--- src/rtl/spi_link_guard.sv ---
module spi_link_guard #(
  parameter int          POLL_GAP    = 16,
  parameter int          TOKEN_TRIES = 4,
  parameter logic [7:0]  LINK_TOKEN  = 8'hA5,
  parameter logic [7:0]  NULL_BYTE   = 8'h00
) (
  input  logic       clk,
  input  logic       rst_n,
  input  logic       recheck,
  output logic       xfer_req,
  output logic [7:0] xfer_tx,
  input  logic       xfer_done,
  input  logic [7:0] xfer_rx,
  output logic       link_up,
  output logic       link_lost,
  output logic       settled,
  output logic       hdr_strobe,
  output logic [7:0] hdr_byte
);

  localparam logic [7:0] ABSENT = 8'hFF;
  localparam int CW = (POLL_GAP > 1) ? $clog2(POLL_GAP) : 1;
  localparam int TW = (TOKEN_TRIES > 1) ? $clog2(TOKEN_TRIES) : 1;
  localparam logic [CW-1:0] GAP_LAST = CW'(POLL_GAP - 1);
  localparam logic [TW-1:0] TRY_LAST = TW'(TOKEN_TRIES - 1);

  typedef enum logic [2:0] {
    S_WAIT, S_POLL, S_TOKEN, S_SETTLE, S_READY, S_CHECK
  } phase_t;

  phase_t        phase;
  logic [CW-1:0] gap_cnt;
  logic [TW-1:0] misses;

  wire rx_absent = xfer_rx == ABSENT;
  wire rx_token  = xfer_rx == LINK_TOKEN;
  wire rx_null   = xfer_rx == NULL_BYTE;

  assign xfer_req = phase inside {S_POLL, S_TOKEN, S_SETTLE, S_CHECK};
  assign xfer_tx  = (phase == S_TOKEN || phase == S_CHECK) ? LINK_TOKEN : NULL_BYTE;
  assign link_up  = phase inside {S_SETTLE, S_READY, S_CHECK};
  assign settled  = phase == S_READY;

  always_ff @(posedge clk) begin
    if (!rst_n) begin
      phase      <= S_WAIT;
      gap_cnt    <= '0;
      misses     <= '0;
      link_lost  <= 1'b0;
      hdr_strobe <= 1'b0;
      hdr_byte   <= '0;
    end else begin
      link_lost  <= 1'b0;
      hdr_strobe <= 1'b0;
      case (phase)
        S_WAIT: begin
          if (gap_cnt == GAP_LAST) begin
            gap_cnt <= '0;
            phase   <= S_POLL;
          end else begin
            gap_cnt <= gap_cnt + 1'b1;
          end
        end
        S_POLL: if (xfer_done) begin
          if (rx_absent) phase <= S_WAIT;
          else begin
            phase  <= S_TOKEN;
            misses <= '0;
          end
        end
        S_TOKEN: if (xfer_done) begin
          if (rx_token)                phase <= S_SETTLE;
          else if (rx_absent)          phase <= S_WAIT;
          else if (misses == TRY_LAST) phase <= S_WAIT;
          else                         misses <= misses + 1'b1;
        end
        S_SETTLE: if (xfer_done) begin
          if (rx_absent) begin
            link_lost <= 1'b1;
            phase     <= S_WAIT;
          end else if (rx_null) begin
            phase <= S_READY;
          end else if (!rx_token) begin
            hdr_strobe <= 1'b1;
            hdr_byte   <= xfer_rx;
            phase      <= S_READY;
          end
        end
        S_READY: if (recheck) begin
          phase  <= S_CHECK;
          misses <= '0;
        end
        S_CHECK: if (xfer_done) begin
          if (rx_token) phase <= S_READY;
          else if (rx_absent || misses == TRY_LAST) begin
            link_lost <= 1'b1;
            phase     <= S_WAIT;
          end else begin
            misses <= misses + 1'b1;
          end
        end
        default: phase <= S_WAIT;
      endcase
    end
  end

endmodule

--- config.mk ---
export PLATFORM = sky130hd
export DESIGN_NAME = spi_link_guard
export DESIGN_NICKNAME = d
export VERILOG_FILES = /design/src/rtl/spi_link_guard.sv
export SDC_FILE = /design/constraint.sdc
export NUM_CORES = 1
export LEC_CHECK = 0
export BUFFER_PORTS_ARGS = -buffer_cell sky130_fd_sc_hd__buf_2
export CAP_MARGIN = 15
export CORE_MARGIN = 2
export CORE_UTILIZATION = 33
export CTS_BUF_LIST = sky130_fd_sc_hd__clkbuf_4
export DETAILED_ROUTE_END_ITERATION = 8
export HOLD_SLACK_MARGIN = 0.08
export SYNTH_ARGS = -nofsm -noshare
export SYNTH_HDL_FRONTEND = slang
export SYNTH_SLANG_ARGS = --single-unit
--- constraint.sdc ---
create_clock -name clk -period 2 [get_ports clk]
set_input_delay 0.3 -clock clk [delete_from_list [all_inputs] [get_ports clk]]
set_output_delay 0.3 -clock clk [all_outputs]
set_load 0.01 [all_outputs]
==> results of run 1 <==
[sequential cells by signal (all words and copies together), names as in the netlist]
name	count
gap_cnt	4
link_lost	1
misses	2
hdr_strobe	1
phase	3
hdr_byte	8
[final cells by class]
| cell class | count | share of cell area, % |
|---|---|---|
| inverter | 2 | 0.576 |
| clock buffer | 3 | 1.73 |
| tap | 46 | 4.41 |
| clock inverter | 1 | 0.384 |
| timing repair buffer | 31 | 12.5 |
| multi-input combinational | 100 | 51.1 |
| sequential | 19 | 29.4 |
[metal layers]
metal,track usage [%],vias to the layer above,routed length (um)
li1,-,509,-
met1,16.1,463,1070
met2,23.2,38,1210
met3,1.80,3,162
met4,2.78,0,19
met5,0,-,0
[per-stage QoR]
stage          utilization [%]  worst slack [ps]
4_1_cts                   39.3              32.5
2_1_floorplan                -               420
6_report                  39.4               116
3_3_place_gp              38.5               275
5_1_grt                   39.4              14.0
3_5_place_dp              38.5               220
[cells in the final DEF (no fill, tap or decap), drive strengths merged, types with 3 or more instances in the layout]
| cell type | synthesis | routed |
|---|---|---|
| nor2 | 5 | 5 |
| and2 | 4 | 4 |
| a21oi | 6 | 6 |
| o21ai | 10 | 10 |
| nor2b | 10 | 10 |
| nand2b | 3 | 3 |
| buf | 11 | 31 |
| dfxtp | 19 | 19 |
| clkbuf | 2 | 3 |
| conb | 1 | 4 |
| mux2i | 13 | 13 |
| nand3b | 3 | 3 |
| nor3 | 4 | 4 |
| nand4 | 4 | 4 |
| nand2 | 12 | 12 |
| nand3 | 3 | 3 |
[kinds of logic (layout without fill, tap and decap cells)]
family / count (synthesis) / after routing / share of synthesized area [%]
buffers and inverters: 15 / 37 / 8.01
flip-flops: 19 / 19 / 33.8
XOR/XNOR: 1 / 1 / 0.779
other: 1 / 4 / 0.333
AND/OR/NAND/NOR: 55 / 55 / 28.0
multiplexers: 13 / 13 / 11.6
AO/OA/AOI/OAI: 25 / 25 / 15.2
adder cells (fa/ha/maj): 2 / 2 / 2.22
[final timing paths]
| kind | from | endpoint | slack [ps] | cells past startpoint |
|---|---|---|---|---|
| max | phase[1] | xfer_tx[0] | 120 | 3 |
| min | xfer_rx[2] | hdr_byte[2] | 290 | 3 |
| max reg2reg | phase[1] | phase[0] | 270 | 5 |
| min reg2reg | misses[1] | misses[1] | 490 | 2 |
[timing repair]
| action | 4_1_cts | 5_1_grt |
|---|---|---|
| hold endpoints to repair | 0 | 0 |
| resized for setup | 1 | 1 |
| endpoints found under the setup margin | 4 | 4 |
[power by group]
group / total, W / switching, W / internal (W)
Sequential: 0.000480 / 0.0000655 / 0.000415
Combinational: 0.000305 / 0.000148 / 0.000157
Clock: 0.000197 / 0.000122 / 0.0000745
[critical path: stages, from the launching register on]
cell                      delay (ps)
sky130_fd_sc_hd__dfxtp_2         460
sky130_fd_sc_hd__or3b_4          430
sky130_fd_sc_hd__nand2_1         210
sky130_fd_sc_hd__buf_2           180
==> results.ini, run 1 <==
[run_status]
run_status=completed

[route]
final_antenna_net_count=0
postRouteWirelength_mm=2.46
wire_per_inst_um=12.2
first_pass_iters=4
post-route-drc-count=0
initialDrtViolationCount=22
detailroute.via_count=1013
via_per_inst=5.01

[cells_and_area]
area_delta_synth_final_pct=15.9
multi_input_comb_area_sq_um=666
number_of_diodes_added_for_antenna_fixing=0
final_cell_area_sq_um=1300
post_layout_nets=171
final-instance-count-excl-fill=202
layout.area.seq_sq_um=383
layout-drive-gt1-share_pct=28.8
final.fill_count=355

[clock_tree]
cts-hold-fix-buffers=0
cts_tree=built
cts.repair_timing.setup_buffer_count=0
cts.root.buffer_cell=sky130_fd_sc_hd__clkbuf_4
worstSkewPairLatency_ps=300
clock_sink_count=19
clkSlewWorstSetupHoldPaths_ps=110
cts-buffers-inserted=3
cts.path.max_buffers=2
count_of_h_tree_levels_built_during_cts=1

[setup_path]
required_ps=1700
criticalPathCategory=flop to primary output
start_kind=flop
arrival_ps=1580
critical_path_peak_fanout=12
end_kind=primary output

[min_path]
worst_min_delay_path_category=input port to flop

[global_routing]
largest_net_degree_at_the_start_of_global_routing=25
global_route.usage.total_pct=12.8
grt_pass1_wl_mm=4.16
antenna_violations_before_repair=0
grt_pass1_vias=941
grt-ovfl-total=0

[synth]
postSynth.asyncResetShare_pct=0
flip_flop_and_latch_count_after_synthesis=19
top_cells_by_area_synth=sky130_fd_sc_hd__dfxtp_1, sky130_fd_sc_hd__mux2i_1, sky130_fd_sc_hd__nor2b_1
top_area_cell_type_share_of_the_netlist_area_pct=33.8
yosysTopAreaCell=sky130_fd_sc_hd__dfxtp_1
yosysMostFrequentCell=sky130_fd_sc_hd__dfxtp_1
synth.cell_area_sq_um=1120
yosysWarningCount=0
synth.top_cells.by_count=sky130_fd_sc_hd__dfxtp_1, sky130_fd_sc_hd__mux2i_1, sky130_fd_sc_hd__nand2_1
number_of_enable_type_register_cells_in_the_synthesized_netlist=0
ys_dominant_reg_cell=sky130_fd_sc_hd__dfxtp_1
syn_avg_cell_area_sq_um=8.59
portion_of_the_post_synthesis_area_used_by_sequential_elements_pct=33.8
synth.lib_cells_used.distinct=37
synth_cells=131

[floorplan]
io_pins=33
initial_utilization_pct=34.0
die_w_um=62.4
rows=21
die-height_um=62.4
core_region_area_sq_um=3310
fp.dieArea_sq_um=3890

[pwr]
static-leakage-power_nw=0.546
vdd.ir_drop.worst_uv=236
power_density_nw_per_um2=753
total_power_w=0.000982

[place]
dpl_cell_area_sq_um=1270
dp_cells=198
dpl.hpwl_mm=1.84
port-buffer-count=28
final_weighted_congestion_in_routability_driven_placement=0.772

[sta]
setup_tns_ps=0
final_min_period_over_clock_period_pct=94.2
hold-worst-slack_ps=286
clock.fmax_ghz=0.531
hold_viol_final=0
final-max-slew-violation-count=0
timing.clock.skew_ps=3.06
fin_crit_ps=1880
setup-violations-final=0
grt_setup_unrepaired=no

[flow_run]
maxCapViolations=0

Note: power is estimated with default switching activity, not from simulation.
==> inputs of run 2 (changes only) <==
Settings changed: CORE_ASPECT_RATIO set to 0.6, CORE_UTILIZATION 33 to 25.
Clock period 2 ns to 1.6 ns, I/O delays scaled along.
==> results.ini, run 2 (synthesized netlist as in run 1, its figures left out) <==
[run_status]
run_status=complete, but fails checks
violations=negative setup slack

[clock_tree]
cts_tree=built
clkSlewWorstSetupHoldPaths_ps=110
cts-buffers-inserted=3
count_of_h_tree_levels_built_during_cts=1
clock_sink_count=19
cts.root.buffer_cell=sky130_fd_sc_hd__clkbuf_4
worstSkewPairLatency_ps=300
cts.path.max_buffers=2

[cells_and_area]
layout.area.seq_sq_um=389
fin_util_pct=40.2
largest-register=hdr_byte
area_delta_synth_final_pct=50.6
number_of_diodes_added_for_antenna_fixing=0
multi_input_comb_area_sq_um=752
layout_commonest_cell=sky130_fd_sc_hd__buf_2
final.fill_count=448
layout-drive-gt1-share_pct=46.4
final-instance-count-excl-fill=243
largest_reg_flops=8
mostFrequentLayoutCells=sky130_fd_sc_hd__buf_2, sky130_fd_sc_hd__buf_4, sky130_fd_sc_hd__dfxtp_1
post_layout_nets=198
reg_top3=hdr_byte x8, gap_cnt x4, phase x3

[route]
postRouteWirelength_mm=3.06
via_per_inst=4.52
post-route-drc-count=0
first_pass_iters=4
detailroute.via_count=1098
wire_per_inst_um=12.6
initialDrtViolationCount=50
final_antenna_net_count=0

[sta]
clock.fmax_ghz=0.601
hold_viol_final=0
grt_setup_unrepaired=yes
setup-violations-final=6
fin_crit_ps=1660
timing.final.ws_setup_ps=-63.3
final-max-slew-violation-count=0
timing.clock.skew_ps=11.2
final_min_period_over_clock_period_pct=104

[pwr]
vdd.ir_drop.worst_uv=549
power.share.clock_pct=17.7
p_int_w=0.000978
static-leakage-power_nw=0.726
p_seq_share_pct=38.8
power_density_nw_per_um2=871
power.share.switching_pct=33.7
share_comb_of_total_power_pct=43.6
total_power_w=0.00148
p_sw_w=0.000497

[floorplan]
fp.dieArea_sq_um=5070
die_w_um=90.6
initial_utilization_pct=26.7
die-height_um=56.0
core_region_area_sq_um=4210
rows=18
io_pins=33

[setup_path]
start_kind=flop
end_kind=primary output
critical_path_peak_fanout=5
required_ps=1360
arrival_ps=1420
criticalPathCategory=flop to primary output

[place]
dpl_worst_slack_ps=-35.1
dp_cells=224
dpl.hpwl_mm=2.08
final_weighted_congestion_in_routability_driven_placement=0.902
port-buffer-count=28

[flow_run]
maxCapViolations=0

[global_routing]
grt_pass1_wl_mm=4.41
grt-ovfl-total=0
grt_pass1_vias=859
global_route.usage.total_pct=11.0
largest_net_degree_at_the_start_of_global_routing=25
antenna_violations_before_repair=0

[min_path]
worst_min_delay_path_category=input port to flop

run 2: cell count changes in the layout (fill, tap and decap cells not counted), sizes merged:
cell      previous run  this run
clkbuf               3         4
clkinv               1         0
inv                  2         1
buf                 31        58
clkinvlp             0         1
run 2: final timing paths:
kind	start	endpoint	slack, ps	cells past startpoint
max	phase[2]	xfer_tx[5]	-60	4
min reg2reg	misses[1]	misses[1]	460	2
max reg2reg	phase[1]	misses[0]	-10	7
min	xfer_rx[2]	hdr_byte[2]	220	3
run 2: per-stage QoR:
| step | setup TNS (ps) | cell area [sq um] | hold WS (ps) |
|---|---|---|---|
| after floorplan | 0 | 1140 | 387 |
| after global placement | -121 | 1390 | 453 |
| after detailed placement | -141 | 1390 | 457 |
| after CTS | -312 | 1500 | 218 |
| after global routing | -1010 | 1690 | 223 |
| final | -285 | 1690 | 223 |
run 2: area by class of cell:
cell class | count | area share [%]
Sequential cell | 19 | 23.0
Clock buffer | 4 | 1.77
Tap cell | 60 | 4.43
Multi-Input combinational cell | 100 | 44.4
Timing Repair Buffer | 58 | 25.8
Inverter | 2 | 0.665
run 2: what timing repair did:
| item | 4_1_cts | 5_1_grt |
|---|---|---|
| gates resized for setup | 14 | 24 |
| hold buffers | 0 | 0 |
| setup endpoints to repair | 11 | 21 |
| setup buffers | 5 | 11 |
| pin swaps | 5 | 11 |
run 2: power by group through the flow:
stage	sequential (W)	clock (W)	combinational [W]
after global placement	0.000581	0	0.000468
final	0.000572	0.000261	0.000643
after CTS	0.000568	0.000272	0.000532
after global routing	0.000581	0.000294	0.000702
after floorplan	0.000564	0	0.000327
after detailed placement	0.000580	0	0.000471
run 2: metal layers:
| layer | GRT usage, % | share of wire, % | vias to the layer above |
|---|---|---|---|
| met5 | 0 | 0 | - |
| met4 | 0 | 0 | 0 |
| met3 | 5.15 | 9.2 | 0 |
| met2 | 13.4 | 39 | 36 |
| met1 | 17.7 | 51 | 495 |
| li1 | - | - | 567 |
run 2: critical path, cell delays in order, from the launching register on:
cell	delay, ps
sky130_fd_sc_hd__dfxtp_4	380
sky130_fd_sc_hd__or3b_4	430
sky130_fd_sc_hd__nand2_4	90
sky130_fd_sc_hd__buf_6	120
sky130_fd_sc_hd__buf_6	100
==> inputs of run 3 (changes only) <==
Settings changed: RECOVER_POWER set to 50.
==> results.ini, run 3 (synthesized netlist as in run 1, its figures left out) <==
[global_routing]
largest_net_degree_at_the_start_of_global_routing=25
grt_pass1_wl_mm=4.41
grt-ovfl-total=0
global_route.usage.total_pct=11.0
grt_pass1_vias=859
antenna_violations_before_repair=0

[sta]
fin_crit_ps=1660
grt_setup_unrepaired=yes
hold-worst-slack_ps=224
final-max-slew-violation-count=0
clock.fmax_ghz=0.601
timing.final.ws_setup_ps=-62.7
timing.clock.skew_ps=10.8
setup-violations-final=6
final_min_period_over_clock_period_pct=104
setup_tns_ps=-281
hold_viol_final=0

[clock_tree]
cts-hold-fix-buffers=0
worstSkewPairLatency_ps=300
cts.path.max_buffers=2
cts-buffers-inserted=3
clock_sink_count=19
cts_tree=built
clkSlewWorstSetupHoldPaths_ps=110
count_of_h_tree_levels_built_during_cts=1
cts.root.buffer_cell=sky130_fd_sc_hd__clkbuf_4

[cells_and_area]
mostFrequentLayoutCells=sky130_fd_sc_hd__buf_4, sky130_fd_sc_hd__dfxtp_1, sky130_fd_sc_hd__buf_2
area_delta_synth_final_pct=49.2
number_of_diodes_added_for_antenna_fixing=0
layout-drive-gt1-share_pct=40.4
reg_top3=hdr_byte x8, gap_cnt x4, phase x3
largest_reg_flops=8
post_layout_nets=198
layout_commonest_cell=sky130_fd_sc_hd__buf_4
final.fill_count=455
largest-register=hdr_byte

[place]
dpl.hpwl_mm=2.08
port-buffer-count=28
final_weighted_congestion_in_routability_driven_placement=0.902

[pwr]
power_density_nw_per_um2=878
p_int_w=0.000978
power.share.switching_pct=33.7
p_seq_share_pct=38.8
power.share.clock_pct=17.7
p_sw_w=0.000496
vdd.ir_drop.worst_uv=549
share_comb_of_total_power_pct=43.5
static-leakage-power_nw=0.680

[run_status]
violations=negative setup slack
run_status=complete, but fails checks

[route]
wire_per_inst_um=12.6
detailroute.via_count=1100
initialDrtViolationCount=48
post-route-drc-count=0
first_pass_iters=4
postRouteWirelength_mm=3.05
via_per_inst=4.53
final_antenna_net_count=0

[floorplan]
io_pins=33
die_w_um=90.6
fp.dieArea_sq_um=5070
die-height_um=56.0
core_region_area_sq_um=4210
rows=18
initial_utilization_pct=26.7

[min_path]
hold_path_depth=3
worst_min_delay_path_category=input port to flop

[setup_path]
end_kind=primary output
start_kind=flop
critical-path-slowest-cell=sky130_fd_sc_hd__or3b_4
timing.reg2reg.worst_path_depth=7
path_common_cell=sky130_fd_sc_hd__buf_6
critical_path_peak_fanout=5
criticalPathCategory=flop to primary output
max_stage_delay_ps=430
required_ps=1360
crit_path_cell_trace=or3b_4, nand2_4, buf_6, buf_6
arrival_ps=1420

[flow_run]
maxCapViolations=0

==> run 3: changes by cell type in the layout (fill, tap and decap cells not counted), sizes merged <==
| cell | before | now |
|---|---|---|
| buf | 58 | 48 |
| clkbuf | 4 | 14 |
==> run 3: metal layers <==
metal,routed length [um],vias up,global-route usage (%)
li1,-,565,-
met1,1550,497,17.7
met2,1220,38,13.4
met3,290,0,5.15
met4,0,0,0
met5,0,-,0
==> run 3: what timing repair did <==
action	in CTS	in global routing
hold endpoints to repair	0	0
endpoints found under the setup margin	11	21
pin swaps	5	11
resized for setup	14	24
buffers inserted	5	11
==> run 3: power by group through the flow <==
| stage | Clock [W] | Combinational, W | Sequential (W) |
|---|---|---|---|
| CTS | 0.000272 | 0.000532 | 0.000568 |
| finish | 0.000261 | 0.000641 | 0.000572 |
| global route | 0.000294 | 0.000701 | 0.000581 |
| floorplan | 0 | 0.000327 | 0.000564 |
| global placement | 0 | 0.000468 | 0.000581 |
| detailed placement | 0 | 0.000471 | 0.000580 |
==> run 3: cell type report <==
cell class              instances  area [sq um]  share of cell area, %
flip-flops and latches         19           389                   23.2
multi-input cells             100           748                   44.6
clock buffers                   4          30.0                   1.79
inverters                       2          11.3                  0.671
repair buffers                 58           424                   25.3
well taps                      60          75.1                   4.47
==> run 3: through the flow <==
stage | instance area, sq um | power, W | instances | utilization [%] | setup slack, ps
6_report | 1680 | 0.00147 | 243 | 39.8 | -62.7
5_1_grt | 1680 | 0.00158 | 243 | 39.8 | -124
4_1_cts | 1500 | 0.00137 | 233 | 35.7 | -63.9
3_5_place_dp | 1390 | 0.00105 | 224 | 33.1 | -35.1
3_3_place_gp | 1390 | 0.00105 | 224 | 33.1 | -51.0
2_1_floorplan | 1140 | 0.000892 | 134 | - | 19.6
==> run 3: path summary, 6_finish.rpt <==
kind	startpoint	to	slack, ps
max	phase[2]	xfer_tx[5]	-60
min	xfer_rx[2]	hdr_byte[2]	220
max reg2reg	phase[1]	misses[0]	0
min reg2reg	misses[1]	misses[1]	460
==> run 3: critical path, delay by kind of cell (launching register included) <==
kind          cells  cell delay (ps)
simple gates      2              520
flops             1              380
buf+inv           2              220
